[config.mk]
export PLATFORM = sky130hd
export DESIGN_NAME = rsv_table
export DESIGN_NICKNAME = d
export VERILOG_FILES = /design/src/rtl/rsv_pkg.sv /design/src/rtl/rsv_entry_pool.sv /design/src/rtl/rsv_line_heads.sv /design/src/rtl/rsv_table.sv
export SDC_FILE = /design/constraint.sdc
export NUM_CORES = 1
export LEC_CHECK = 0
export ABC_AREA = 1
export BUFFER_PORTS_ARGS = -buffer_cell sky130_fd_sc_hd__buf_2
export CORE_ASPECT_RATIO = 1.25
export CORE_MARGIN = 2
export CORE_UTILIZATION = 41
export DETAILED_ROUTE_END_ITERATION = 7
export PLACE_DENSITY = 0.58
export SLEW_MARGIN = 20
export SYNTH_ARGS = -nofsm -noshare
export SYNTH_HDL_FRONTEND = slang
export SYNTH_SLANG_ARGS = --single-unit
[constraint.sdc]
create_clock -name clk -period 4.6 [get_ports clk]
set_input_delay 0.92 -clock clk [delete_from_list [all_inputs] [get_ports clk]]
set_output_delay 0.92 -clock clk [all_outputs]
set_load 0.005 [all_outputs]
[src/rtl/rsv_pkg.sv]
// Shared types for the directory reservation table.
// Assumes a two-bit opcode field on the request port.
package rsv_pkg;

    typedef enum logic [1:0] {
        OP_NONE = 2'b00,
        OP_LL   = 2'b01,
        OP_SC   = 2'b10,
        OP_WR   = 2'b11
    } rsv_op_e;

    typedef enum logic [1:0] {
        ST_IDLE  = 2'b00,
        ST_SCAN  = 2'b01,
        ST_CLEAR = 2'b10,
        ST_DONE  = 2'b11
    } rsv_state_e;

endpackage

[src/rtl/rsv_entry_pool.sv]
// Copy-entry pool: DEPTH entries, each with source id, reservation flag,
// link to the next entry and link-valid bit. One read port addressed by
// rd_idx; set/clear of the reservation act on rd_idx; allocation writes the
// lowest free entry. Entries are never released here (eviction lives elsewhere).
module rsv_entry_pool #(
    parameter int DEPTH = 8,
    parameter int SRC_W = 3,
    parameter int IDX_W = $clog2(DEPTH)
) (
    input  logic             clk,
    input  logic             rst_n,
    input  logic [IDX_W-1:0] rd_idx,
    output logic [SRC_W-1:0] rd_src,
    output logic             rd_rsv,
    output logic [IDX_W-1:0] rd_next,
    output logic             rd_next_vld,
    input  logic             set_en,
    input  logic             clr_en,
    input  logic             alloc_en,
    input  logic [SRC_W-1:0] alloc_src,
    input  logic [IDX_W-1:0] alloc_next,
    input  logic             alloc_next_vld,
    output logic [IDX_W-1:0] free_idx,
    output logic             free_any
);

    logic [SRC_W-1:0] src_a  [DEPTH];
    logic [IDX_W-1:0] next_a [DEPTH];
    logic [DEPTH-1:0] rsv_a;
    logic [DEPTH-1:0] nvld_a;
    logic [DEPTH-1:0] used_a;

    // Entry storage update: allocation, reservation set and clear.
    always_ff @(posedge clk) begin
        if (!rst_n) begin
            for (int i = 0; i < DEPTH; i++) begin
                src_a[i]  <= '0;
                next_a[i] <= '0;
            end
            rsv_a  <= '0;
            nvld_a <= '0;
            used_a <= '0;
        end else begin
            for (int i = 0; i < DEPTH; i++) begin
                if (alloc_en && free_any && (free_idx == IDX_W'(i))) begin
                    src_a[i]  <= alloc_src;
                    next_a[i] <= alloc_next;
                    nvld_a[i] <= alloc_next_vld;
                    rsv_a[i]  <= 1'b1;
                    used_a[i] <= 1'b1;
                end else if (set_en && (rd_idx == IDX_W'(i))) begin
                    rsv_a[i] <= 1'b1;
                end else if (clr_en && (rd_idx == IDX_W'(i))) begin
                    rsv_a[i] <= 1'b0;
                end
            end
        end
    end

    // Read port for the chain walker.
    always_comb begin
        rd_src      = src_a[rd_idx];
        rd_rsv      = rsv_a[rd_idx];
        rd_next     = next_a[rd_idx];
        rd_next_vld = nvld_a[rd_idx];
    end

    // Free map: pick the lowest unused entry.
    always_comb begin
        free_any = 1'b0;
        free_idx = '0;
        for (int i = DEPTH - 1; i >= 0; i--) begin
            if (!used_a[i]) begin
                free_any = 1'b1;
                free_idx = IDX_W'(i);
            end
        end
    end

endmodule

[src/rtl/rsv_line_heads.sv]
// Per-line chain head registers: one head index and valid bit per directory
// line. A new entry is always pushed at the head of its line's chain.
module rsv_line_heads #(
    parameter int LINES  = 4,
    parameter int IDX_W  = 3,
    parameter int LINE_W = $clog2(LINES)
) (
    input  logic              clk,
    input  logic              rst_n,
    input  logic [LINE_W-1:0] rd_line,
    output logic [IDX_W-1:0]  rd_head,
    output logic              rd_head_vld,
    input  logic              upd_en,
    input  logic [LINE_W-1:0] upd_line,
    input  logic [IDX_W-1:0]  upd_idx
);

    logic [IDX_W-1:0] head_a [LINES];
    logic [LINES-1:0] hvld_a;

    for (genvar g = 0; g < LINES; g++) begin : g_line
        logic [IDX_W-1:0] head_q;
        logic             vld_q;

        // Head register of one line, loaded on a push to that line.
        always_ff @(posedge clk) begin
            if (!rst_n) begin
                head_q <= '0;
                vld_q  <= 1'b0;
            end else if (upd_en && (upd_line == LINE_W'(g))) begin
                head_q <= upd_idx;
                vld_q  <= 1'b1;
            end
        end

        assign head_a[g] = head_q;
        assign hvld_a[g] = vld_q;
    end

    assign rd_head     = head_a[rd_line];
    assign rd_head_vld = hvld_a[rd_line];

endmodule

[src/rtl/rsv_table.sv]
// Directory reservation table top. Accepts one LL / SC / write at a time,
// walks the addressed line's copy chain one entry per cycle and returns a
// one-cycle pass/fail response. SC uses a scan pass then, on success, a clear
// pass. Assumes the line index is taken directly from the address; tag
// comparison is done outside.
module rsv_table #(
    parameter int NUM_LINES  = 4,
    parameter int POOL_DEPTH = 8,
    parameter int SRC_W      = 3,
    parameter int OFFSET_W   = 2,
    parameter int ADDR_W     = 8
) (
    input  logic              clk,
    input  logic              rst_n,
    input  logic              req_valid,
    input  logic [1:0]        req_op,
    input  logic [SRC_W-1:0]  req_src,
    input  logic [ADDR_W-1:0] req_addr,
    output logic              busy,
    output logic              resp_valid,
    output logic              resp_ok
);
    import rsv_pkg::*;

    localparam int LINE_W = $clog2(NUM_LINES);
    localparam int IDX_W  = $clog2(POOL_DEPTH);

    rsv_state_e        state, st_n;
    rsv_op_e           op_q, op_n;
    logic [SRC_W-1:0]  src_q, src_n;
    logic [LINE_W-1:0] line_q, line_n;
    logic [IDX_W-1:0]  ptr, ptr_n;
    logic              ptr_vld, pvld_n;
    logic              hit_q, hit_n;
    logic              ok_q, ok_n;

    logic [LINE_W-1:0] req_line, hd_line;
    logic [IDX_W-1:0]  hd_idx, rd_next, free_idx;
    logic              hd_vld, rd_next_vld, rd_rsv, free_any;
    logic [SRC_W-1:0]  rd_src;
    logic              set_en, clr_en, alloc_en, upd_en;
    logic              idle, match, last;

    assign req_line = req_addr[OFFSET_W +: LINE_W];
    assign idle     = (state == ST_IDLE) || (state == ST_DONE);
    assign hd_line  = idle ? req_line : line_q;
    assign match    = ptr_vld && (rd_src == src_q);
    assign last     = !ptr_vld || !rd_next_vld;

    rsv_entry_pool #(.DEPTH(POOL_DEPTH), .SRC_W(SRC_W), .IDX_W(IDX_W)) u_pool (
        .clk            (clk),
        .rst_n          (rst_n),
        .rd_idx         (ptr),
        .rd_src         (rd_src),
        .rd_rsv         (rd_rsv),
        .rd_next        (rd_next),
        .rd_next_vld    (rd_next_vld),
        .set_en         (set_en),
        .clr_en         (clr_en),
        .alloc_en       (alloc_en),
        .alloc_src      (src_q),
        .alloc_next     (hd_idx),
        .alloc_next_vld (hd_vld),
        .free_idx       (free_idx),
        .free_any       (free_any)
    );

    rsv_line_heads #(.LINES(NUM_LINES), .IDX_W(IDX_W), .LINE_W(LINE_W)) u_heads (
        .clk         (clk),
        .rst_n       (rst_n),
        .rd_line     (hd_line),
        .rd_head     (hd_idx),
        .rd_head_vld (hd_vld),
        .upd_en      (upd_en),
        .upd_line    (line_q),
        .upd_idx     (free_idx)
    );

    // Next-state and entry-control decode for the chain walker.
    always_comb begin
        st_n     = state;
        op_n     = op_q;
        src_n    = src_q;
        line_n   = line_q;
        ptr_n    = ptr;
        pvld_n   = ptr_vld;
        hit_n    = hit_q;
        ok_n     = ok_q;
        set_en   = 1'b0;
        clr_en   = 1'b0;
        alloc_en = 1'b0;
        upd_en   = 1'b0;
        case (state)
            ST_IDLE, ST_DONE: begin
                if (req_valid && (rsv_op_e'(req_op) != OP_NONE)) begin
                    op_n   = rsv_op_e'(req_op);
                    src_n  = req_src;
                    line_n = req_line;
                    ptr_n  = hd_idx;
                    pvld_n = hd_vld;
                    hit_n  = 1'b0;
                    ok_n   = 1'b0;
                    st_n   = (rsv_op_e'(req_op) == OP_WR) ? ST_CLEAR : ST_SCAN;
                end else begin
                    st_n = ST_IDLE;
                end
            end
            ST_SCAN: begin
                if (op_q == OP_LL) begin
                    if (match) begin
                        set_en = 1'b1;
                        ok_n   = 1'b1;
                        st_n   = ST_DONE;
                    end else if (last) begin
                        alloc_en = free_any;
                        upd_en   = free_any;
                        ok_n     = free_any;
                        st_n     = ST_DONE;
                    end else begin
                        ptr_n  = rd_next;
                        pvld_n = 1'b1;
                    end
                end else begin
                    hit_n = hit_q || (match && rd_rsv);
                    if (last) begin
                        if (hit_n) begin
                            ptr_n  = hd_idx;
                            pvld_n = hd_vld;
                            st_n   = ST_CLEAR;
                        end else begin
                            ok_n = 1'b0;
                            st_n = ST_DONE;
                        end
                    end else begin
                        ptr_n  = rd_next;
                        pvld_n = 1'b1;
                    end
                end
            end
            ST_CLEAR: begin
                clr_en = ptr_vld;
                if (last) begin
                    ok_n = 1'b1;
                    st_n = ST_DONE;
                end else begin
                    ptr_n  = rd_next;
                    pvld_n = 1'b1;
                end
            end
            default: st_n = ST_IDLE;
        endcase
    end

    // Walker state registers.
    always_ff @(posedge clk) begin
        if (!rst_n) begin
            state   <= ST_IDLE;
            op_q    <= OP_NONE;
            src_q   <= '0;
            line_q  <= '0;
            ptr     <= '0;
            ptr_vld <= 1'b0;
            hit_q   <= 1'b0;
            ok_q    <= 1'b0;
        end else begin
            state   <= st_n;
            op_q    <= op_n;
            src_q   <= src_n;
            line_q  <= line_n;
            ptr     <= ptr_n;
            ptr_vld <= pvld_n;
            hit_q   <= hit_n;
            ok_q    <= ok_n;
        end
    end

    assign busy       = (state == ST_SCAN) || (state == ST_CLEAR);
    assign resp_valid = (state == ST_DONE);
    assign resp_ok    = resp_valid && ok_q;

endmodule

==> flow_metrics.env <==
export IMPL_criticalPathCategory="reg2reg"
export IMPL_hold_violations=0
export IMPL_syn_avg_cell_area_um2=7.57
export IMPL_ant_nets=0
export IMPL_drv_slew=0
export IMPL_cp_end_kind="register"
export IMPL_max_cap_viol_count=0
export IMPL_hp_start="u_heads.g_line[2].vld_q$_SDFFE_PN0P_"
export IMPL_grt_overflow_total=0
export IMPL_whs_endpoint="u_heads.g_line[2].vld_q$_SDFFE_PN0P_"
export IMPL_area_delta_synth_final_pct=9.23
export IMPL_cts_hold_buf=0
export IMPL_crit_required_ps=4890
export IMPL_num_io_pins=19
export IMPL_grt_first_pass_wirelength_mm=20.4
export IMPL_grt_max_degree=32
export IMPL_syn_inst=707
export IMPL_via_count=4376
export IMPL_placed_cells=870
export IMPL_grt_setup_unrepaired="false"
export IMPL_viasPerCell=4.94
export IMPL_cts_sinks=106
export IMPL_r2r_start="state[0]$_SDFFE_PN0P_"
export IMPL_routedWlPerCell_um=14.2
export IMPL_final_cell_mix="nand2_1 (192), inv_1 (96), nor2_1 (95), dfxtp_1 (58), nand3_1 (54)"
export IMPL_chipHeight_um=132
export IMPL_whs_path_depth=2
export IMPL_hpwlAfterDp_mm=9.26
export IMPL_grt_use_met1_pct=22.0
export IMPL_num_rows=46
export IMPL_die_w_um=106
export IMPL_coreArea_um2=12700
export IMPL_start_util_pct=42.1
export IMPL_hp_class="reg2reg"
export IMPL_skew_ps=9.77
export IMPL_grt_use_total_pct=18.3
export IMPL_crit_path_max_fanout=14
export IMPL_clock_latency_ps=340
export IMPL_power_leakage_uw=0.00260
export IMPL_powerDensity_nw_per_um2=374
export IMPL_ctsResizeCount=0
export IMPL_antenna_found_initial=0
export IMPL_crit_buf_inv=3
export IMPL_r2r_slack_ps=1800
export IMPL_setup_tns_ps=0
export IMPL_final_common_cell="nand2_1"
export IMPL_routed_wl_mm=12.6
export IMPL_drc=0
export IMPL_max_freq_ghz=0.357
export IMPL_busiest_layer="met2"
export IMPL_cp_arrival_ps=3090
export IMPL_finalSetupViolations=0
export IMPL_cts_buffer_depth=2
export IMPL_path_delay_family="simple AND/OR/NAND/NOR gates"
export IMPL_synth_nets=726
export IMPL_timing_final_crit_period_ps=2800
export IMPL_slowest_delay_ps=590
export IMPL_grt_pass1_vias=4301
export IMPL_use_met3_pct=1.93
export IMPL_final_cells=886
export IMPL_vdd_ir_drop_max_v=0.000263
export IMPL_fin_crit_sh_pct=60.9
export IMPL_netlist_area_um2=5350
export IMPL_gr_usage_met2_pct=32.7
export IMPL_synth_top_cell_area_share_pct=26.9
export IMPL_htree_levels=3
export IMPL_r2r_end="ptr_vld$_SDFFE_PN0P_"
export IMPL_ff2ff_path_depth=14
export IMPL_postCtsSetupBuffers=0
export IMPL_ys_seq_elements=106
export IMPL_drt_iter0_drc=275
export IMPL_die_area_um2=14000
export IMPL_cts_tree="done"
export IMPL_start_kind="register"
export IMPL_drive_gt1_share_pct=9.47
export IMPL_fin_nets=732
export IMPL_port_buffers=12
export IMPL_gp_congestion=0.885
export IMPL_synth_area_top_cells="edfxtp_1 (27%), dfxtp_1 (22%), nand2_1 (13%), inv_1 (6.7%), nor2_1 (6.7%)"
export IMPL_holdWs_ps=460
export IMPL_synth_distinct_cells=37
export IMPL_crit_chain="inv_1 > ha_1 > inv_2 > nand2_1 > nand2_1 > o211ai_1 > nand2_1 > inv_2 > nand2_1 > nand3_1 > o21ai_0 > nand3_1 > nand2_1 > nor2_1"
export IMPL_yosys_warnings=0
export IMPL_clkTransAtPathRegs_ps=70
export IMPL_slowest_stage="ha_1"
export IMPL_antenna_cells=0
export IMPL_yosys_area_top_type="edfxtp_1"
export IMPL_tightest_slew_ps=654
export IMPL_status="finished, final reports clean"
export IMPL_ys_seq_area_share_pct=48.6
export IMPL_drtPass1Iterations=4
export IMPL_cp_common_cell="nand2_1"
export IMPL_numCtsBuffers=9
export IMPL_cts_root_buffer="clkbuf_16"
export IMPL_relSlewSlack_pct=56.2
export IMPL_cp_num_cells=14
[per-layer routing]
| metal | share of wire (%) | routed length [um] | up-vias |
|---|---|---|---|
| li1 | - | - | 2267 |
| met1 | 44 | 5510 | 2036 |
| met2 | 51 | 6440 | 51 |
| met3 | 1.9 | 242 | 22 |
| met4 | 2.9 | 363 | 0 |
| met5 | 0 | 0 | - |
[worst max-delay path by stage]
stage / slack, ps / start / end
3_5_place_dp: 1810 / state[0]$_SDFFE_PN0P_ / ptr_vld$_SDFFE_PN0P_
2_1_floorplan: 2570 / req_addr[2] / register
4_1_cts: 1780 / state[0]$_SDFFE_PN0P_ / ptr_vld$_SDFFE_PN0P_
5_1_grt: 1460 / state[0]$_SDFFE_PN0P_ / ptr_vld$_SDFFE_PN0P_
6_report: 1800 / state[0]$_SDFFE_PN0P_ / ptr_vld$_SDFFE_PN0P_
3_3_place_gp: 1830 / state[0]$_SDFFE_PN0P_ / ptr_vld$_SDFFE_PN0P_
[synthesized netlist by cell type]
master / count
a32o_1: 4
nand2_8: 1
a31oi_1: 1
buf_6: 1
dfxtp_1: 58
nand2_1: 192
inv_2: 5
o21a_1: 2
nor2_1: 95
or2_1: 1
ha_1: 3
nor2_8: 1
a211oi_1: 1
nand2_4: 4
buf_2: 5
edfxtp_1: 48
a22oi_1: 4
inv_4: 2
nor2_2: 6
o211ai_1: 5
nor2_4: 3
o21ai_2: 1
nand4_1: 3
o21ai_1: 6
nand3_2: 9
buf_4: 2
buf_1: 4
a21oi_1: 34
inv_1: 96
clkbuf_1: 7
o31ai_1: 2
nand3_1: 54
o2111ai_1: 1
nor3_1: 14
nand2_2: 6
o21ai_0: 25
nand3b_1: 1
[report_power, final]
part,total [uW],internal [uW],switching [uW],leakage [uW]
clock,781,427,353,0.000148
combinational,348,100,247,0.00148
sequential,1060,1020,35.4,0.000966
[final cells by class]
cell class / count / area [um2]
fill: 1279 / 6870
clock buffer: 9 / 225
timing repair buffer: 14 / 75.1
clock inverter: 7 / 76.3
multi-input combinational: 479 / 2270
inverter: 103 / 392
tap: 168 / 210
sequential: 106 / 2600
[sequential cells by signal, indices dropped and copies added (netlist names), named ones only]
signal	cells
hit_q	1
u_heads.g_line.vld_q	4
u_pool.src_a	24
ok_q	1
src_q	3
u_pool.nvld_a	8
u_pool.next_a	24
u_pool.rsv_a	8
ptr	3
u_pool.used_a	8
ptr_vld	1
u_heads.g_line.head_q	12
op_q	2
line_q	2
state	2
[metrics by stage]
step | utilization (%) | cell area, um2 | setup WS (ps) | total power, uW
3_3_place_gp | 43.6 | 5550 | 1830 | 1420
4_1_cts | 46.0 | 5850 | 1780 | 2200
5_1_grt | 46.0 | 5850 | 1460 | 2280
6_report | 46.0 | 5850 | 1800 | 2190
2_1_floorplan | - | 5350 | 2570 | 1340
3_5_place_dp | 43.6 | 5550 | 1810 | 1430
[cells by family after synthesis]
group	synth area share, %
fa+ha+maj	0.701
buf+inv	9.05
compound gates	9.23
flops	48.6
simple gates	32.4
[worst min-delay path: stages, from the launching register on]
cell and delay [ps]:
dfxtp_1 300, inv_1 60, a21oi_1 60
No activity file was read; power rests on OpenSTA's default activity.
